## src/rtl/cfgw_pkg.sv

```systemverilog
package cfgw_pkg;

  typedef enum logic [1:0] {OP_NONE, OP_START, OP_STOP, OP_BYTE} bus_op_e;

  localparam logic [7:0] DEV_WRITE = 8'hA6;
  localparam logic [7:0] DEV_CHECK = 8'hA7;

  // memory address of a page: page index moved up by the page size exponent
  function automatic logic [23:0] page_addr(input logic [23:0] page, input int unsigned shift);
    return page << shift;
  endfunction

  // address byte select, index 0 is the most significant byte
  function automatic logic [7:0] addr_byte(input logic [23:0] addr, input logic [1:0] idx);
    case (idx)
      2'd0:    return addr[23:16];
      2'd1:    return addr[15:8];
      default: return addr[7:0];
    endcase
  endfunction

  // bit n of the wire order of a byte
  function automatic logic wire_bit(input logic [7:0] b, input logic [2:0] n, input logic lsb_first);
    return lsb_first ? b[n] : b[3'd7 - n];
  endfunction

endpackage

```

## src/rtl/cfgw_bit_engine.sv

```systemverilog
module cfgw_bit_engine
  import cfgw_pkg::*;
(
  input  logic       clk,
  input  logic       rst_n,
  input  logic       tick,
  input  logic       cmd_valid,
  input  bus_op_e    cmd_op,
  input  logic [7:0] cmd_byte,
  input  logic       cmd_lsb,
  input  logic       sda_i,
  output logic       busy,
  output logic       done,
  output logic       nack,
  output logic       scl,
  output logic       sda_pull
);

  bus_op_e    op_r;
  logic [1:0] q_r;
  logic [3:0] bit_r;
  logic [7:0] sh_r;
  logic       lsb_r, scl_r, pull_r, done_r, nack_r;

  wire ack_slot = (bit_r == 4'd8);

  always_ff @(posedge clk or negedge rst_n) begin
    if (!rst_n) begin
      op_r <= OP_NONE; q_r <= 2'd0; bit_r <= 4'd0; sh_r <= 8'd0; lsb_r <= 1'b0;
      scl_r <= 1'b1; pull_r <= 1'b0; done_r <= 1'b0; nack_r <= 1'b0;
    end else begin
      done_r <= 1'b0;
      if (op_r == OP_NONE) begin
        if (cmd_valid) begin
          op_r <= cmd_op; q_r <= 2'd0; bit_r <= 4'd0;
          sh_r <= cmd_byte; lsb_r <= cmd_lsb; nack_r <= 1'b0;
        end
      end else if (tick) begin
        q_r <= q_r + 2'd1;
        unique case (op_r)
          OP_START: begin
            case (q_r)
              2'd0:    begin scl_r <= 1'b1; pull_r <= 1'b0; end
              2'd1:    pull_r <= 1'b1;
              default: begin scl_r <= 1'b0; op_r <= OP_NONE; done_r <= 1'b1; end
            endcase
          end
          OP_STOP: begin
            case (q_r)
              2'd0:    pull_r <= 1'b1;
              2'd1:    scl_r <= 1'b1;
              default: begin pull_r <= 1'b0; op_r <= OP_NONE; done_r <= 1'b1; end
            endcase
          end
          OP_BYTE: begin
            case (q_r)
              2'd0: pull_r <= ack_slot ? 1'b0 : ~wire_bit(sh_r, bit_r[2:0], lsb_r);
              2'd1: scl_r <= 1'b1;
              2'd2: if (ack_slot) nack_r <= sda_i;
              default: begin
                scl_r <= 1'b0;
                if (ack_slot) begin op_r <= OP_NONE; done_r <= 1'b1; end
                else bit_r <= bit_r + 4'd1;
              end
            endcase
          end
          default: op_r <= OP_NONE;
        endcase
      end
    end
  end

  assign busy     = (op_r != OP_NONE);
  assign done     = done_r;
  assign nack     = nack_r;
  assign scl      = scl_r;
  assign sda_pull = pull_r;

  // bus lines move only after a tick
  p_bus_frozen_r11: assert property (@(posedge clk) disable iff (!rst_n)
    !tick |=> ($stable(scl_r) && $stable(pull_r)));

  // data held while the clock is high inside a byte
  p_data_steady_r3: assert property (@(posedge clk) disable iff (!rst_n)
    (op_r == OP_BYTE && scl_r) |=> (!scl_r || $stable(pull_r)));

  // data falling with clock high only as a start
  p_fall_is_start_r3: assert property (@(posedge clk) disable iff (!rst_n)
    (scl_r && $past(scl_r) && $rose(pull_r)) |-> ($past(op_r) == OP_START));

  // data rising with clock high only as a stop
  p_rise_is_stop_r3: assert property (@(posedge clk) disable iff (!rst_n)
    (scl_r && $past(scl_r) && $fell(pull_r)) |-> ($past(op_r) == OP_STOP));

  // line released for the acknowledge bit
  p_ack_released_r7: assert property (@(posedge clk) disable iff (!rst_n)
    (op_r == OP_BYTE && ack_slot && scl_r) |-> !pull_r);

endmodule

```

## src/rtl/cfgw_page_writer.sv

```systemverilog
module cfgw_page_writer
  import cfgw_pkg::*;
#(
  parameter int PAGE_BYTES = 128,
  parameter int PAGES      = 1024
) (
  input  logic       clk,
  input  logic       rst_n,
  input  logic       tick,
  input  logic       go,
  input  logic       in_valid,
  input  logic [7:0] in_data,
  output logic       in_ready,
  output logic       ser_en_n,
  output logic       scl_o,
  output logic       sda_pull_o,
  input  logic       sda_i,
  output logic       done,
  output logic       error
);

  localparam int unsigned SHIFT = $clog2(PAGE_BYTES);
  localparam int BW = $clog2(PAGE_BYTES + 1);
  localparam int PW = $clog2(PAGES + 1);

  typedef enum logic [3:0] {
    ST_IDLE, ST_START, ST_DEV, ST_ADDR, ST_DATA, ST_STOP,
    ST_FIN_START, ST_FIN_DEV, ST_ABORT
  } seq_e;

  seq_e          st;
  logic [PW-1:0] page_cnt;
  logic [BW-1:0] byte_cnt;
  logic [1:0]    a_idx;
  logic          pend_r, ser_n_r, done_r, err_r;

  logic       need, cmd_valid, cmd_lsb;
  bus_op_e    cmd_op;
  logic [7:0] cmd_byte;
  logic       eng_busy, eng_done, eng_nack;

  always_comb begin
    need = 1'b1; cmd_op = OP_BYTE; cmd_byte = 8'd0; cmd_lsb = 1'b0;
    case (st)
      ST_START, ST_FIN_START: cmd_op = OP_START;
      ST_DEV:     cmd_byte = DEV_WRITE;
      ST_ADDR:    cmd_byte = addr_byte(page_addr(24'(page_cnt), SHIFT), a_idx);
      ST_DATA:    begin need = in_valid; cmd_byte = in_data; cmd_lsb = 1'b1; end
      ST_STOP, ST_ABORT: cmd_op = OP_STOP;
      ST_FIN_DEV: cmd_byte = DEV_CHECK;
      default:    need = 1'b0;
    endcase
  end

  assign cmd_valid = need && !pend_r && !eng_busy;
  assign in_ready  = (st == ST_DATA) && !pend_r && !eng_busy;

  wire in_byte_state = (st == ST_DEV) || (st == ST_ADDR) || (st == ST_DATA) || (st == ST_FIN_DEV);
  wire byte_nack_ev  = eng_done && eng_nack && in_byte_state;

  always_ff @(posedge clk or negedge rst_n) begin
    if (!rst_n) begin
      st <= ST_IDLE; page_cnt <= '0; byte_cnt <= '0; a_idx <= 2'd0;
      pend_r <= 1'b0; ser_n_r <= 1'b1; done_r <= 1'b0; err_r <= 1'b0;
    end else begin
      if (go && st == ST_IDLE) begin
        st <= ST_START; page_cnt <= '0; ser_n_r <= 1'b0;
        done_r <= 1'b0; err_r <= 1'b0;
      end
      if (cmd_valid) pend_r <= 1'b1;
      if (eng_done) begin
        pend_r <= 1'b0;
        if (byte_nack_ev) st <= ST_ABORT;
        else begin
          case (st)
            ST_START: begin st <= ST_DEV; byte_cnt <= '0; a_idx <= 2'd0; end
            ST_DEV:   st <= ST_ADDR;
            ST_ADDR:  if (a_idx == 2'd2) st <= ST_DATA; else a_idx <= a_idx + 2'd1;
            ST_DATA:  if (byte_cnt == BW'(PAGE_BYTES - 1)) st <= ST_STOP;
                      else byte_cnt <= byte_cnt + 1'b1;
            ST_STOP:  if (page_cnt == PW'(PAGES - 1)) st <= ST_FIN_START;
                      else begin page_cnt <= page_cnt + 1'b1; st <= ST_START; end
            ST_FIN_START: st <= ST_FIN_DEV;
            ST_FIN_DEV:   begin st <= ST_IDLE; done_r <= 1'b1; ser_n_r <= 1'b1; end
            ST_ABORT:     begin st <= ST_IDLE; err_r <= 1'b1; ser_n_r <= 1'b1; end
            default:      st <= ST_IDLE;
          endcase
        end
      end
    end
  end

  cfgw_bit_engine u_engine (
    .clk(clk), .rst_n(rst_n), .tick(tick),
    .cmd_valid(cmd_valid), .cmd_op(cmd_op), .cmd_byte(cmd_byte), .cmd_lsb(cmd_lsb),
    .sda_i(sda_i), .busy(eng_busy), .done(eng_done), .nack(eng_nack),
    .scl(scl_o), .sda_pull(sda_pull_o)
  );

  assign ser_en_n = ser_n_r;
  assign done     = done_r;
  assign error    = err_r;

  // programming select low exactly while a sequence runs
  p_select_tracks_run_r2: assert property (@(posedge clk) disable iff (!rst_n)
    (st != ST_IDLE) |-> !ser_en_n);
  p_select_idle_high_r2: assert property (@(posedge clk) disable iff (!rst_n)
    (st == ST_IDLE) |-> ser_en_n);

  // outcome flags exclude each other
  p_flags_exclusive_r10: assert property (@(posedge clk) disable iff (!rst_n)
    !(done && error));

  // a refused byte goes straight to the abort stop
  p_nack_aborts_r9: assert property (@(posedge clk) disable iff (!rst_n)
    byte_nack_ev |=> (st == ST_ABORT));

  // an accepted stream byte starts a bus byte at once
  p_handshake_starts_byte_r6: assert property (@(posedge clk) disable iff (!rst_n)
    (in_valid && in_ready) |=> eng_busy);

  // page counter stays inside the device
  p_page_bound_r5: assert property (@(posedge clk) disable iff (!rst_n)
    page_cnt <= PW'(PAGES - 1));

endmodule

```

## config.mk

```make
export PLATFORM = sky130hd
export DESIGN_NAME = cfgw_page_writer
export DESIGN_NICKNAME = d
export VERILOG_FILES = /design/src/rtl/cfgw_pkg.sv /design/src/rtl/cfgw_bit_engine.sv /design/src/rtl/cfgw_page_writer.sv
export SDC_FILE = /design/constraint.sdc
export NUM_CORES = 1
export LEC_CHECK = 0
export BUFFER_PORTS_ARGS = -buffer_cell sky130_fd_sc_hd__buf_2
export CORE_UTILIZATION = 40
export CTS_BUF_LIST = sky130_fd_sc_hd__clkbuf_4
export DETAILED_ROUTE_END_ITERATION = 16
export GPL_ROUTABILITY_DRIVEN = 0
export PLACE_DENSITY = 0.63
export SLEW_MARGIN = 20
export SYNTH_ARGS = -nofsm -noshare
export SYNTH_HDL_FRONTEND = slang
export SYNTH_SLANG_ARGS = --single-unit
export TNS_END_PERCENT = 30
```

## constraint.sdc

```tcl
create_clock -name clk -period 2.19 [get_ports clk]
set_clock_uncertainty 0.05 [all_clocks]
set_input_delay 0.1095 -clock clk [delete_from_list [all_inputs] [get_ports clk]]
set_output_delay 0.1095 -clock clk [all_outputs]
set_load 0.02 [all_outputs]
```

==> metrics.txt, run 1 <==
max-cap check violation count=0; static leakage=1.522 nW; GRT met3 Usage=0.02104; Hold Slack=0.02346 ns; endpoint class of the critical path=flop; sequence of cells on the critical path=buf_4 > nor2b_1 > o211ai_1 > or2_1 > or4_1 > nand3_1; Design Area, Final=3533 µm²; clk buf depth=2; worst r2r path cells=6; ranking of synthesized cells by area=dfrtp_1 (38%), ha_1 (6.4%), nand2_1 (5.5%); Root Buffer=clkbuf_4; RSZ-0062 raised after global routing=no; 1st-pass router iterations=5; status=complete, no violations; clock latency on the worst-skew pair=0.38 ns; most frequent cell after synthesis=dfrtp_1; Sum Neg Setup Slack=0 ns; post-synth top area share=0.3837; Yosys reg bits=50; HP Class=in2reg; Starting Density=0.4226; die area=approximately 8000 µm²; Final ANT Viol Nets=0; number of enable flip-flop cells after synthesis=0; FMAX=~490 MHz; DRC=0; max-slew violations=0; number of buffers created by CTS=5; Max H-tree Level=2; vias in the first global route=2578; pin count of the biggest net entering global routing=51; final period utilization=0.9348; cell taking the most area after synthesis=dfrtp_1; GR Layer Usage met2=0.3125; Post-synth top cells=dfrtp_1 (48), nand2_1 (46), o21ai_0 (31), nor2_1 (26); Yosys cell types=55; post-synthesis cell area=3131 µm²; FP Rows=31; GRT busiest layer=met2; first-pass GRT wire length=approximately 12 mm; CTS tree=built; Detailed Place HPWL=5.315 mm; ANT cells=0; Seq. cell area=1254 µm²; layout cell share with drive strength beyond 1=0.1455; Startpoint Class=flop; antenna violations before repair=0; Worst Hold Launch=in_data[4]; Synth async-reset ratio=1.000; total I/O pin count=20; vias per inst=between 5 and 6; final net count=414; met1 global-route usage=0.2539; Post-synth top flop=dfrtp_1; Critical Path Fanout Max=19; final setup vio count=0; YS warnings=0; Total GRT Usage=0.1853; worst reg2reg path startpoint=st[0]; crit path DAT=roughly 2.3 ns; Post-DP Area=3412 µm²; Crit Path Class=reg2reg; Post-Synthesis Cells=about 360; clk slew on worst S/H paths=0.16 ns; Routed WL=7.274 mm; Filler cells=712; GRT overflow=0; die height=~90 µm; CP max stage cell=or4_1; Worst setup endpoint=byte_cnt[4]; peak supply drop=around 0.34 mV; Worst Setup SP=st[0]; Buffers on Ports=19; placed cells=472; non-filler cells, final=484; Slew @ Worst Pin=~0.48 ns; core area=around 7400 µm²; total power=3.494 mW; Critical Path Max Stage Delay=0.49 ns; synthesized area per cell=8.818 µm²; P&R area growth vs syn=12.87%; Die X=90.47 µm; Reg2Reg Setup Slack=between 0.1 and 0.15 ns; Multi-input gate area=1758 µm²; pwr dens=988.9 nW/µm²; worst relative slew slack=0.6812; Clock Sinks=50; DR iter-0 viols=177; fin crit period=2.047 ns; R2R Path End=byte_cnt[4]; final hold vios=0; syn_nets=385; post-synthesis sequential area ratio=0.4005; Data required, critical path=2.47 ns; drt wl/cell=between 15 and 20 µm; Vias=about 2700
[sequential cells by signal, indices dropped and copies added, names as in the netlist, 2 cells and up]
name,flops
a_idx,2
byte_cnt,8
page_cnt,11
st,4
u_engine.bit_r,4
u_engine.op_r,2
u_engine.q_r,2
u_engine.sh_r,8
[cells by family after synthesis]
logic type / after synthesis / share of synthesized area
buf+inv: 30 / 0.03797
simple gates: 147 / 0.2414
flops: 50 / 0.4005
fa+ha+maj: 16 / 0.06395
mux: 11 / 0.04836
compound gates: 92 / 0.1827
xor+xnor: 9 / 0.02518
[stage by stage]
stage / util / setup WS [ns]
finish: 0.4769 / 0.1428
global route: 0.4769 / 0.01269
CTS: 0.4769 / 0.1025
detailed placement: 0.4606 / 0.1845
global placement: 0.4606 / 0.2104
floorplan: - / 0.2581
[worst min-delay path by stage]
stage / slack (ns) / end / depth (start not counted)
floorplan: -0.24 / a_idx[0] / 0
global placement: 0.08 / byte_cnt[2] / 2
detailed placement: 0.08 / error / 2
CTS: 0.01 / u_engine.sh_r[3] / 3
global route: 0.02 / u_engine.sh_r[4] / 3
finish: 0.02 / u_engine.sh_r[4] / 3
[layer usage]
metal	vias to the layer above	routed length, µm
li1	1338	-
met1	1299	3512
met2	63	3423
met3	5	274
met4	0	63
met5	-	0
[critical path: cells and delay by family, from the launching register on]
kind,cells,cell delay [ns]
buffers and inverters,1,0.24
and+or+nand+nor,4,1.12
AOI/OAI and AO/OA,1,0.19
DFF,1,0.41
[power breakdown]
group	switching, mW	leakage [nW]	total (mW)	internal (mW)
Sequential	0.270	0.667	1.42	1.15
Clock	0.318	0.0456	0.561	0.243
Combinational	0.860	0.810	1.51	0.654
[layout by cell type, fill, tap and decap left out, types with 13 or more instances in the layout]
master / count
inv_1: 13
a21oi_1: 19
buf_4: 15
buf_2: 19
dfrtp_1: 48
o21ai_0: 31
nor2_1: 26
nand3_1: 19
ha_1: 16
nand2_1: 46
[what timing repair did]
action                                 in CTS  in global routing
endpoints found under the hold margin      53                  0
gates resized for setup                     0                  0
hold buffers                                4                  0
setup buffers                               0                  0
[layout make-up]
class | count | area share
flip-flops and latches | 50 | 0.3548
multi-input cells | 275 | 0.4975
clock buffers | 5 | 0.01062
repair buffers | 39 | 0.07578
inverters | 13 | 0.01381
well taps | 99 | 0.03506
clock inverters | 3 | 0.01239
Power figures use the tool's default switching activity.
==> inputs of run 2 (changes only) <==
- ABC_AREA: not set -> 1
- SYNTH_HIERARCHICAL: not set -> 1
==> metrics.txt, run 2 <==
biggest regs=page_cnt x11, byte_cnt x8, u_engine/sh_r x8; post-synthesis sequential area ratio=0.3717; vias in the first global route=2690; Clock Sinks=50; Final WS setup=between 0.15 and 0.2 ns; FMAX=roughly 500 MHz; Data required, critical path=2.41 ns; Root Buffer=clkbuf_4; Die X=93.83 µm; RSZ-0062 raised after global routing=no; Startpoint Class=flop; HP Class=in2reg; final net count=520; Max H-tree Level=2; antenna violations before repair=0; die height=93.83 µm; CP max stage cell=dfrtp_2; Total GRT Usage=0.1834; Stages on worst setup path=15; endpoint class of the critical path=flop; cell taking the most area after synthesis=dfrtp_1; Post-synth top cells=nand2_1 (134), inv_1 (54), dfrtp_1 (48), nand3_1 (41), nor2_1 (39); first-pass GRT wire length=between 10 and 15 mm; Yosys reg bits=50; GRT overflow=0; synthesized area per cell=7.317 µm²; Largest Register=page_cnt; DR iter-0 viols=151; post-synth top area share=0.3561; Setup WS pre-CTS=0.1600 ns; status=complete, no violations; Yosys cell types=40; Slew @ Worst Pin=0.6153 ns; Design Area, Final=~3700 µm²; commonest cells after routing, fill and taps aside=nand2_1 (134), inv_1 (54), dfrtp_1 (46); post-synthesis cell area=roughly 3400 µm²; P&R area growth vs syn=10.09%; placed cells=585; R2R Path End=u_engine/bit_r[3]; peak supply drop=0.3421 mV; drt wl/cell=approximately 13 µm; Starting Density=0.4126; total I/O pin count=20; CTS tree=built; max-cap check violation count=0; sequence of cells on the critical path=inv_2 > nand2_1 > o21ai_0 > inv_1 > nand3_1 > nand2_1 > inv_1 > nand2_4 > clkinv_4 > nor2_4 > nor2_4 > nand2_4 > nor2_4 > xnor2_1 > nor2_1; Most common cell on crit path=nor2_4; non-filler cells, final=597; Detailed Place HPWL=5.792 mm; max-slew violations=0; number of buffers created by CTS=5; most common cell after layout, fill and taps aside=nand2_1; Worst setup endpoint=u_engine/bit_r[3]; syn_nets=490; Synth async-reset ratio=1.000; Routed WL=7.572 mm; Reg2Reg Setup Slack=0.18 ns; Crit path max-delay family=simple AND/OR/NAND/NOR gates; clock latency on the worst-skew pair=0.37 ns; pin count of the biggest net entering global routing=27; vias per inst=5.027; Critical Path Fanout Max=19; Sum Neg Setup Slack=0 ns; number of enable flip-flop cells after synthesis=0; core area=8175 µm²; worst reg2reg path startpoint=st[3]; Post-Synthesis Cells=461; Final ANT Viol Nets=0; ANT cells=0; Crit Path Class=reg2reg; DRC=0; fin crit period=2.005 ns; die area=8804 µm²; clk buf depth=2; worst relative slew slack=0.5898; FP Rows=33; Worst Setup SP=st[3]; Vias=3001; Worst Path Buf+Inv=4; 1st-pass router iterations=4; max reg flops=11; Post-synth top flop=dfrtp_1; final hold vios=0; final setup vio count=0; clk slew on worst S/H paths=0.15 ns; Post-DP Area=3607 µm²; final period utilization=0.9155; crit path DAT=2.23 ns; worst r2r path cells=15; Buffers on Ports=19; total power=3.528 mW; Critical Path Max Stage Delay=0.48 ns; most frequent cell after synthesis=nand2_1; ranking of synthesized cells by area=dfrtp_1 (36%), nand2_1 (15%), nand3_1 (6.1%); static leakage=1.830 nW; YS warnings=6; layout cell share with drive strength beyond 1=0.1626; pwr dens=roughly 950 nW/µm²
==> run 2: cell families after synthesis <==
kind of cell    Yosys count  synth area share
simple gates            257            0.3557
buf+inv                  73           0.09532
compound gates           59            0.1035
flops                    50            0.3717
fa+ha+maj                15           0.05564
xor+xnor                  7           0.01818
==> run 2: how the worst min path moves through the flow <==
stage / cells after the start / slack (ns) / start / end
floorplan: 0 / -0.24 / rst_n / a_idx[0]
global placement: 1 / 0.10 / rst_n / u_engine/q_r[1]
detailed placement: 1 / 0.11 / rst_n / u_engine/q_r[1]
CTS: 5 / 0.01 / in_data[4] / u_engine/sh_r[4]
global route: 5 / 0.008 / in_data[4] / u_engine/sh_r[4]
finish: 5 / 0.02 / in_data[4] / u_engine/sh_r[4]
==> run 2: tightest hold or removal path: stages <==
cell and delay [ns]:
buf_2 0.07, nand2_1 0.04, o21ai_0 0.08, nand2_1 0.06
o21ai_0 0.06
==> run 2: timing repair <==
| item | CTS | global route |
|---|---|---|
| setup buffers | 0 | 1 |
| hold buffers | 3 | 0 |
| endpoints found under the hold margin | 26 | 0 |
| endpoints found under the setup margin | 0 | 3 |
| gates resized for setup | 0 | 5 |
==> run 2: power breakdown <==
| group | internal (mW) | leakage, nW | switching [mW] |
|---|---|---|---|
| Sequential | 1.14 | 0.658 | 0.201 |
| Clock | 0.120 | 0.0286 | 0.305 |
| Combinational | 0.638 | 1.14 | 1.12 |
==> run 2: metrics by stage <==
| stage | hold slack (ns) | util |
|---|---|---|
| finish | 0.02474 | 0.4542 |
| global route | 0.007709 | 0.4542 |
| CTS | 0.009654 | 0.4515 |
| detailed placement | 0.1098 | 0.4412 |
| global placement | 0.1020 | 0.4412 |
| floorplan | -0.2361 | - |
==> run 2: final cells by class <==
| cell class | count | area, µm² |
|---|---|---|
| fill | 852 | 4462 |
| clock buffer | 5 | 37.54 |
| timing repair buffer | 33 | 220.2 |
| clock inverter | 3 | 16.27 |
| inverter | 63 | 241.5 |
| tap | 105 | 131.4 |
| sequential | 50 | 1256 |
| multi-input combinational | 338 | 1810 |
==> run 2: layer usage <==
| metal | vias to the layer above | global-route usage | routed length, µm |
|---|---|---|---|
| met2 | 39 | 0.2987 | 3544 |
| met3 | 7 | 0.02670 | 208 |
| li1 | 1537 | - | - |
| met4 | 0 | 0.05385 | 100 |
| met1 | 1418 | 0.2514 | 3718 |
| met5 | - | 0 | 0 |
